==> config.mk <==
export PLATFORM = sky130hd
export DESIGN_NAME = bus_gap_seq
export DESIGN_NICKNAME = d
export VERILOG_FILES = /design/src/rtl/bgs_pkg.sv /design/src/rtl/bgs_gap_decide.sv /design/src/rtl/bgs_seq.sv /design/src/rtl/bgs_strobe.sv /design/src/rtl/bus_gap_seq.sv
export SDC_FILE = /design/constraint.sdc
export NUM_CORES = 1
export LEC_CHECK = 0
export BUFFER_PORTS_ARGS = -buffer_cell sky130_fd_sc_hd__buf_2
export CAP_MARGIN = 20
export CORE_MARGIN = 2
export CORE_UTILIZATION = 45
export CTS_CLUSTER_SIZE = 30
export DETAILED_ROUTE_END_ITERATION = 7
export PLACE_DENSITY = 0.76
export SYNTH_ARGS = -nofsm -noshare
export SYNTH_HDL_FRONTEND = slang
export SYNTH_SLANG_ARGS = --single-unit
export TNS_END_PERCENT = 1
==> constraint.sdc <==
create_clock -name clk -period 2.55 [get_ports clk]
set_input_delay 0.3825 -clock clk [delete_from_list [all_inputs] [get_ports clk]]
set_output_delay 0.3825 -clock clk [all_outputs]
set_load 0.1 [all_outputs]
==> src/rtl/bgs_pkg.sv <==
package bgs_pkg;

  typedef enum logic [2:0] {
    ST_FREE = 3'd0,
    ST_TI   = 3'd1,
    ST_TP   = 3'd2,
    ST_T1   = 3'd3,
    ST_T2   = 3'd4,
    ST_T3   = 3'd5
  } bus_state_e;

  // Gap rule: history must exist and the next target must not be DRAM.
  function automatic logic gap_needed(
    input logic have_prev,
    input logic prev_wr,
    input logic prev_dram,
    input logic same_area,
    input logic next_wr,
    input logic next_dram,
    input logic war_en,
    input logic rr_en,
    input logic cas_shared
  );
    logic hit;
    hit = 1'b0;
    if (have_prev && !next_dram) begin
      if (prev_dram && cas_shared)                hit = 1'b1;
      if (war_en && !prev_wr && next_wr)          hit = 1'b1;
      if (rr_en && !prev_wr && !next_wr && !same_area) hit = 1'b1;
    end
    return hit;
  endfunction

  function automatic logic ends_access(input bus_state_e s, input logic long_acc);
    return (s == ST_T3) || ((s == ST_T2) && !long_acc);
  endfunction

  function automatic bus_state_e first_state(input logic gap, input logic dram);
    if (gap)  return ST_TI;
    if (dram) return ST_TP;
    return ST_T1;
  endfunction

endpackage

==> src/rtl/bgs_gap_decide.sv <==
module bgs_gap_decide #(
  parameter int unsigned AREA_W = 3
) (
  input  logic              have_prev,
  input  logic              prev_wr,
  input  logic              prev_dram,
  input  logic [AREA_W-1:0] prev_area,
  input  logic              next_wr,
  input  logic              next_dram,
  input  logic [AREA_W-1:0] next_area,
  input  logic              cfg_idle_war,
  input  logic              cfg_idle_rr,
  input  logic              cfg_cas_on_wr,
  output logic              need_gap,
  output logic              cas_hit,
  output logic              war_hit,
  output logic              rr_hit
);
  import bgs_pkg::*;

  logic same_area;
  assign same_area = (prev_area == next_area);

  assign need_gap = gap_needed(have_prev, prev_wr, prev_dram, same_area,
                               next_wr, next_dram, cfg_idle_war, cfg_idle_rr,
                               cfg_cas_on_wr);

  // Individual rule events, brought out for the checker.
  assign cas_hit = have_prev && !next_dram && prev_dram && cfg_cas_on_wr;
  assign war_hit = have_prev && !next_dram && cfg_idle_war && !prev_wr && next_wr;
  assign rr_hit  = have_prev && !next_dram && cfg_idle_rr && !prev_wr && !next_wr && !same_area;
endmodule

==> src/rtl/bgs_seq.sv <==
module bgs_seq #(
  parameter int unsigned AREA_W = 3
) (
  input  logic                  clk,
  input  logic                  rst_n,
  input  logic                  req_valid,
  input  logic                  req_write,
  input  logic [AREA_W-1:0]     req_area,
  input  logic                  req_dram,
  input  logic                  req_long,
  input  logic                  need_gap,
  output logic                  req_ready,
  output logic                  acc_take,
  output bgs_pkg::bus_state_e   cur_state,
  output logic                  held_valid,
  output logic                  held_wr,
  output logic [AREA_W-1:0]     held_area,
  output logic                  held_dram
);
  import bgs_pkg::*;

  logic held_long;

  assign req_ready = (cur_state == ST_FREE) || ends_access(cur_state, held_long);
  assign acc_take  = req_valid && req_ready;

  always_ff @(posedge clk or negedge rst_n) begin
    if (!rst_n) begin
      cur_state  <= ST_FREE;
      held_valid <= 1'b0;
      held_wr    <= 1'b0;
      held_area  <= '0;
      held_dram  <= 1'b0;
      held_long  <= 1'b0;
    end else if (acc_take) begin
      cur_state  <= first_state(need_gap, req_dram);
      held_valid <= 1'b1;
      held_wr    <= req_write;
      held_area  <= req_area;
      held_dram  <= req_dram;
      held_long  <= req_long;
    end else begin
      case (cur_state)
        ST_TI:   cur_state <= held_dram ? ST_TP : ST_T1;
        ST_TP:   cur_state <= ST_T1;
        ST_T1:   cur_state <= ST_T2;
        ST_T2: begin
          if (held_long) begin
            cur_state <= ST_T3;
          end else begin
            cur_state  <= ST_FREE;
            held_valid <= 1'b0;
          end
        end
        ST_T3: begin
          cur_state  <= ST_FREE;
          held_valid <= 1'b0;
        end
        default: cur_state <= ST_FREE;
      endcase
    end
  end
endmodule

==> src/rtl/bgs_strobe.sv <==
module bgs_strobe #(
  parameter int unsigned AREA_W = 3
) (
  input  bgs_pkg::bus_state_e    cur_state,
  input  logic                   held_wr,
  input  logic [AREA_W-1:0]      held_area,
  output logic                   rd_en,
  output logic                   wr_en,
  output logic [(1<<AREA_W)-1:0] cs_en
);
  import bgs_pkg::*;

  localparam int unsigned NUM_AREAS = 1 << AREA_W;

  logic in_data;
  logic in_write_win;

  assign in_data      = (cur_state == ST_T1) || (cur_state == ST_T2) || (cur_state == ST_T3);
  assign in_write_win = (cur_state == ST_T2) || (cur_state == ST_T3);

  assign rd_en = in_data && !held_wr;
  assign wr_en = in_write_win && held_wr;

  for (genvar i = 0; i < NUM_AREAS; i++) begin : g_cs
    assign cs_en[i] = in_data && (held_area == AREA_W'(i));
  end
endmodule

==> src/rtl/bus_gap_seq.sv <==
module bus_gap_seq #(
  parameter int unsigned AREA_W = 3
) (
  input  logic                   clk,
  input  logic                   rst_n,
  input  logic                   req_valid,
  input  logic                   req_write,
  input  logic [AREA_W-1:0]      req_area,
  input  logic                   req_dram,
  input  logic                   req_long,
  input  logic                   cfg_idle_war,
  input  logic                   cfg_idle_rr,
  input  logic                   cfg_cas_on_wr,
  output logic                   req_ready,
  output logic [2:0]             bus_state,
  output logic                   rd_en,
  output logic                   wr_en,
  output logic [(1<<AREA_W)-1:0] cs_en
);
  import bgs_pkg::*;

  bus_state_e        cur_state;
  logic              acc_take;
  logic              need_gap;
  logic              cas_hit;
  logic              war_hit;
  logic              rr_hit;
  logic              held_valid;
  logic              held_wr;
  logic [AREA_W-1:0] held_area;
  logic              held_dram;

  bgs_gap_decide #(.AREA_W(AREA_W)) u_decide (
    .have_prev     (held_valid),
    .prev_wr       (held_wr),
    .prev_dram     (held_dram),
    .prev_area     (held_area),
    .next_wr       (req_write),
    .next_dram     (req_dram),
    .next_area     (req_area),
    .cfg_idle_war  (cfg_idle_war),
    .cfg_idle_rr   (cfg_idle_rr),
    .cfg_cas_on_wr (cfg_cas_on_wr),
    .need_gap      (need_gap),
    .cas_hit       (cas_hit),
    .war_hit       (war_hit),
    .rr_hit        (rr_hit)
  );

  bgs_seq #(.AREA_W(AREA_W)) u_seq (
    .clk        (clk),
    .rst_n      (rst_n),
    .req_valid  (req_valid),
    .req_write  (req_write),
    .req_area   (req_area),
    .req_dram   (req_dram),
    .req_long   (req_long),
    .need_gap   (need_gap),
    .req_ready  (req_ready),
    .acc_take   (acc_take),
    .cur_state  (cur_state),
    .held_valid (held_valid),
    .held_wr    (held_wr),
    .held_area  (held_area),
    .held_dram  (held_dram)
  );

  bgs_strobe #(.AREA_W(AREA_W)) u_strobe (
    .cur_state (cur_state),
    .held_wr   (held_wr),
    .held_area (held_area),
    .rd_en     (rd_en),
    .wr_en     (wr_en),
    .cs_en     (cs_en)
  );

  assign bus_state = cur_state;
endmodule

==> results of run 1 <==
## critical path, cell delays in order (launching register included)
cell and delay, ns:
dfrtp_1 0.54, nand2b_1 0.16, o21ai_1 0.16, nand2b_1 0.27, nor2_4 0.16, buf_2 0.42
## state kept, by name, indices dropped and copies added, names as in the netlist
register,flops
u_seq.cur_state,3
u_seq.held_area,3
u_seq.held_dram,1
u_seq.held_long,1
u_seq.held_valid,1
u_seq.held_wr,1
## layer usage
| layer | wire length (µm) | GRT usage (%) |
|---|---|---|
| met2 | 581 | 26.2 |
| met1 | 576 | 22.1 |
| met5 | 0 | 0 |
| met3 | 55 | 1.63 |
| met4 | 12 | 7.50 |
## final cells by class
type | count | share of cell area (%)
Multi-Input combinational cell | 50 | 47.7
Inverter | 2 | 0.889
Sequential cell | 10 | 29.8
Timing Repair Buffer | 26 | 16.3
Tap cell | 15 | 2.22
Clock buffer | 4 | 3.11
## synthesized netlist by cell type (2+ instances only)
cell type	count	area, µm²
nor3_1	3	15.0
inv_1	2	7.51
mux2_4	6	90.1
o21ai_0	6	30.0
dfrtp_1	10	250
nand2b_1	4	25.0
xor2_1	3	26.3
nor2_1	11	41.3
nand2_1	5	18.8
## kinds of logic after synthesis
| group | Yosys count |
|---|---|
| DFF | 10 |
| buffers and inverters | 5 |
| and+or+nand+nor | 29 |
| xor gates and xnor gates | 3 |
| muxes | 7 |
| AOI/OAI and AO/OA | 11 |
## worst max path at each step
stage | startpoint | slack (ns) | depth (start not counted) | to
finish | u_seq.cur_state[2] | 0.20 | 5 | cs_en[2]
global route | u_seq.cur_state[2] | 0.08 | 5 | cs_en[6]
CTS | u_seq.cur_state[2] | 0.13 | 5 | cs_en[0]
detailed placement | u_seq.cur_state[2] | 0.41 | 5 | cs_en[0]
global placement | u_seq.cur_state[2] | 0.48 | 5 | cs_en[0]
floorplan | u_seq.cur_state[2] | -0.38 | 5 | cs_en[0]
## per-stage QoR
stage	hold WS [ns]	instance area (µm²)	utilization, %	setup slack [ns]	setup TNS (ns)
floorplan	0.0869	682	-	-0.385	-1.92
global placement	0.249	806	62.7	0.478	0
detailed placement	0.252	806	62.7	0.411	0
CTS	0.351	842	65.5	0.126	0
global route	0.356	845	65.7	0.0805	0
finish	0.353	845	65.7	0.196	0
## timing repair
action | CTS | global route
hold buffers | 1 | 0
resized for setup | 0 | 1
setup endpoints to repair | 0 | 1
hold endpoints to repair | 10 | 0
==> impl_metrics.json, run 1 <==
{
  "synth_cell_type_count": 24,
  "grt_pass1_wl_um": 1780,
  "drt_first_iter_violations": 3,
  "io_pins": 26,
  "min_path_cells": 2,
  "cts_made_buffers": 3,
  "fp.dieH_um": 40.9,
  "start_util_pct": 47.7,
  "drv_slew": 0,
  "nNetsFinal": 105,
  "netlist_area_um2": 613,
  "dp.cells": 102,
  "synth-simple-area-share_pct": 22.9,
  "synth_xor_area_share_pct": 4.29,
  "cp-end-kind": "primary output",
  "skew_ns": 0.0124,
  "cts_tree": "yes",
  "num_rows": 13,
  "drive_above_1_share_pct": 50.0,
  "setup_viol": 0,
  "seqCellArea_um2": 251,
  "ant_nets": 0,
  "synth_fa_ha_area_share_pct": 0,
  "cap_viol_max_count": 0,
  "wire_per_inst_um": 11.5,
  "muxShareOfSynthArea_pct": 16.3,
  "cp.arrival_ns": 1.97,
  "r2r-end": "u_seq.held_area[0]",
  "grt_overflow": 0,
  "multi_input_comb_area_um2": 403,
  "drtPass1Iterations": 2,
  "fin_cells": 107,
  "rr_startpoint": "u_seq.cur_state[2]",
  "clkSinkCount": 10,
  "synth_top_family_by_area": "simple AND/OR/NAND/NOR gates",
  "gp_congestion": 0.734,
  "routed_wl_um": 1230,
  "vias": 531,
  "max_slew.worst_pin.slew_ns": 0.484,
  "synth_compound_area_share_pct": 11.2,
  "rsz0062_at_grt": "false",
  "synth_top_flop_cell": "dfrtp_1",
  "diodes": 0,
  "worstPathMaxFanout": 11,
  "yosys_warnings": 0,
  "vias_per_cell": 4.96,
  "hold_path_end": "u_seq.held_long",
  "hpwl_um": 978,
  "synth.avg_cell_area_um2": 9.43,
  "syn_inst": 65,
  "synthArstFlopShare_pct": 100,
  "area_growth_pct": 37.8,
  "die_w_um": 40.9,
  "cts_root_buffer": "clkbuf_4",
  "syn-num-nets": 77,
  "dieArea_um2": 1670,
  "final.period_utilization_pct": 92.3,
  "rr_worst_depth": 3,
  "core_area_um2": 1280,
  "synth_edf_count": 0,
  "hold_viol": 0,
  "hp-class": "in2reg",
  "htree_levels": 1,
  "fin_crit_ns": 2.35,
  "worstSetupPathType": "reg2out",
  "ys_ff_latch": 10,
  "layout.cells.most_common": "buf_2",
  "ys_seq_area_share_pct": 40.8,
  "grt_use_total_pct": 16.4,
  "status": "complete, no violations",
  "grt_antenna_before_repair": 0,
  "fillers": 111,
  "io_buffers": 25,
  "grt_pass1_vias": 432,
  "critPathRequiredTime_ns": 2.17,
  "postCtsSetupBuffers": 0,
  "clkLatencyLatePin_ns": 0.25,
  "cp-start-kind": "flop",
  "reg2reg_slack_ns": 0.77,
  "drc": 0,
  "max_freq_ghz": 0.425,
  "cts_buffer_depth": 2,
  "min-delay-start": "req_long",
  "grt_max_degree": 12,
  "cts.clk_slew.worst_paths_ns": 0.07,
  "slew_headroom_pct": 68.0,
  "most-common-layout-cells": "buf_2, dfrtp_1, o21ai_0, mux2_4, nand2_1"
}
Power of run 1 is left out: the tool's default activity adds up to more than one toggle a clock period on the data nets, which glitch-free logic cannot reach.
==> run 2, diff against run 1 <==
--- a/config.mk
+++ b/config.mk
@@ -5,13 +5,15 @@
 export SDC_FILE = /design/constraint.sdc
 export NUM_CORES = 1
 export LEC_CHECK = 0
+export ABC_AREA = 1
 export BUFFER_PORTS_ARGS = -buffer_cell sky130_fd_sc_hd__buf_2
 export CAP_MARGIN = 20
 export CORE_MARGIN = 2
 export CORE_UTILIZATION = 45
+export CTS_CLUSTER_DIAMETER = 120
 export CTS_CLUSTER_SIZE = 30
 export DETAILED_ROUTE_END_ITERATION = 7
-export PLACE_DENSITY = 0.76
+export PLACE_DENSITY = 0.75
 export SYNTH_ARGS = -nofsm -noshare
 export SYNTH_HDL_FRONTEND = slang
 export SYNTH_SLANG_ARGS = --single-unit
==> run 2 against run 1 <==
  * Area after synthesis increased by 5.5%
  * Register-to-register slack improved by 0.27 ns
  * Sequential share of layout area decreased by 2.5 points
  * Design area increased by 13%
  * Flip-flop and latch count unchanged
  * Critical path depth decreased by 2
  * Critical endpoint is now cs_en[7]
==> impl_metrics.json, run 2 <==
{
  "cts_root_buffer": "clkbuf_4",
  "rr_worst_depth": 7,
  "drv_slew": 0,
  "grt_max_degree": 15,
  "max_slew.worst_pin.slew_ns": 0.543,
  "cts_made_buffers": 3,
  "critical_path.max_stage_delay_ns": 0.64,
  "yosys.cell_count.top_type": "nand2_1",
  "ant_nets": 0,
  "grt_overflow": 0,
  "worstSetupPathType": "reg2out",
  "grt_most_used_layer": "met2",
  "most-common-layout-cells": "buf_2, nand2_1, inv_1",
  "routed_wl_um": 1630,
  "dieArea_um2": 1760,
  "hpwl_um": 1190,
  "fillers": 103,
  "ys_seq_area_share_pct": 38.7,
  "setup_viol": 0,
  "drive_above_1_share_pct": 52.7,
  "fp.dieH_um": 41.9,
  "start_util_pct": 49.1,
  "io_buffers": 25,
  "final.period_utilization_pct": 95.3,
  "layout.cells.most_common": "buf_2",
  "drtPass1Iterations": 4,
  "cts_hold_buffers": 1,
  "cp_slowest_cell": "dfrtp_1",
  "grt_pass1_wl_um": 2840,
  "worstPathMaxFanout": 7,
  "skew_ns": 0.00133,
  "ys_ff_latch": 10,
  "cp-start-kind": "flop",
  "cts_buffer_depth": 2,
  "rr_startpoint": "u_seq.held_area[0]",
  "synthArstFlopShare_pct": 100,
  "die_w_um": 41.9,
  "num_rows": 13,
  "yosys.area.top_type": "dfrtp_1",
  "core_area_um2": 1320,
  "synth_area_leaders": "dfrtp_1, nand2_1, nor4_1, inv_1, o21ai_2",
  "fin_crit_ns": 2.43,
  "met3_usage_pct": 8.70,
  "yosys_warnings": 0,
  "cp-end-kind": "primary output",
  "min-delay-start": "req_dram",
  "hold_viol": 0,
  "max_freq_ghz": 0.412,
  "grt_use_met2_pct": 31.6,
  "min_path_cells": 2,
  "gp_congestion": 0.776,
  "diodes": 0,
  "grt_util_met1_pct": 28.7,
  "r2r-end": "u_seq.cur_state[1]",
  "htree_levels": 1,
  "vias_per_cell": 5.06,
  "critPathRequiredTime_ns": 2.17,
  "grt_pass1_vias": 629,
  "syn_inst": 83,
  "synth_cell_type_count": 19,
  "nNetsFinal": 125,
  "synth.top_cells.by_count": "nand2_1, inv_1, dfrtp_1",
  "netlist_area_um2": 647,
  "clkLatencyLatePin_ns": 0.27,
  "cts_resized": 0,
  "postCtsSetupBuffers": 0,
  "io_pins": 26,
  "path_cells": "inv_1, nor4_4, buf_2",
  "hp-class": "in2reg",
  "syn-num-nets": 95,
  "synth_top_flop_cell": "dfrtp_1",
  "rsz0062_at_grt": "false",
  "status": "complete, no violations",
  "largest_registers": "u_seq.cur_state: 3 flops, u_seq.held_area: 3 flops",
  "drc": 0,
  "reg2reg_slack_ns": 1.04,
  "slew_headroom_pct": 63.7,
  "synth_edf_count": 0,
  "wire_per_inst_um": 12.8,
  "cp.arrival_ns": 2.05,
  "yosysTopAreaCellShare_pct": 38.7,
  "grt_antenna_before_repair": 0,
  "area_growth_pct": 48.2,
  "vias": 643,
  "cap_viol_max_count": 0,
  "grt_use_total_pct": 21.3,
  "hold_path_end": "u_seq.cur_state[0]",
  "cts_tree": "yes",
  "fin_tns_setup_ns": 0,
  "drt_first_iter_violations": 6,
  "synth.avg_cell_area_um2": 7.79,
  "cts.clk_slew.worst_paths_ns": 0.07,
  "clkSinkCount": 10
}
[run 2: cell types whose count changed after synthesis, sizes merged, moves of 2 or more]
cell,delta
nor2b,-2
nand2,+16
nand3,+4
xor2,-3
nor4,+8
nand2b,-4
mux2,-6
a21oi,+4
inv,+10
[run 2: worst max path at each step]
stage / slack, ns / end / start / cells past startpoint
2_1_floorplan: 0.01 / cs_en[0] / u_seq.cur_state[1] / 4
3_3_place_gp: 0.48 / cs_en[1] / u_seq.held_area[0] / 3
3_5_place_dp: 0.43 / cs_en[7] / u_seq.held_area[0] / 3
4_1_cts: 0.13 / cs_en[7] / u_seq.held_area[0] / 3
5_1_grt: 0.04 / cs_en[7] / u_seq.held_area[0] / 3
6_report: 0.12 / cs_en[7] / u_seq.held_area[0] / 3
[run 2: area by class of cell]
type	instances	area [µm²]	share of cell area (%)
Inverter	12	45.0	4.70
Timing Repair Buffer	26	135	14.1
Tap cell	15	18.8	1.96
Multi-Input combinational cell	60	462	48.2
Clock buffer	4	36.3	3.79
Sequential cell	10	262	27.3
[run 2: through the flow]
step                hold WS (ns)  setup WS (ns)  cell area (µm²)  utilization, %  cells
floorplan                 0.0869         0.0104              788               -     83
global placement           0.256          0.483              912            69.2    122
detailed placement         0.257          0.430              912            69.2    122
CTS                        0.293          0.129              958            72.7    127
global route               0.298         0.0419              958            72.7    127
finish                     0.291          0.120              958            72.7    127
[run 2: logic make-up after synthesis]
kind of cell | synth area share (%)
simple gates | 37.3
buf+inv | 10.1
compound gates | 12.6
flops | 38.7
xor+xnor | 1.35
[run 2: metal layers]
layer | vias to the layer above | part of all wire (%)
met5 | - | 0
met4 | 0 | 0.86
met3 | 2 | 6.2
met2 | 21 | 45
met1 | 288 | 47
li1 | 332 | -
[run 2: critical path: cells and delay by family (launching register included)]
family	cells	cell delay (ns)
buf+inv	2	0.79
simple gates	1	0.35
flops	1	0.64
Power of run 2 is left out for the same reason.
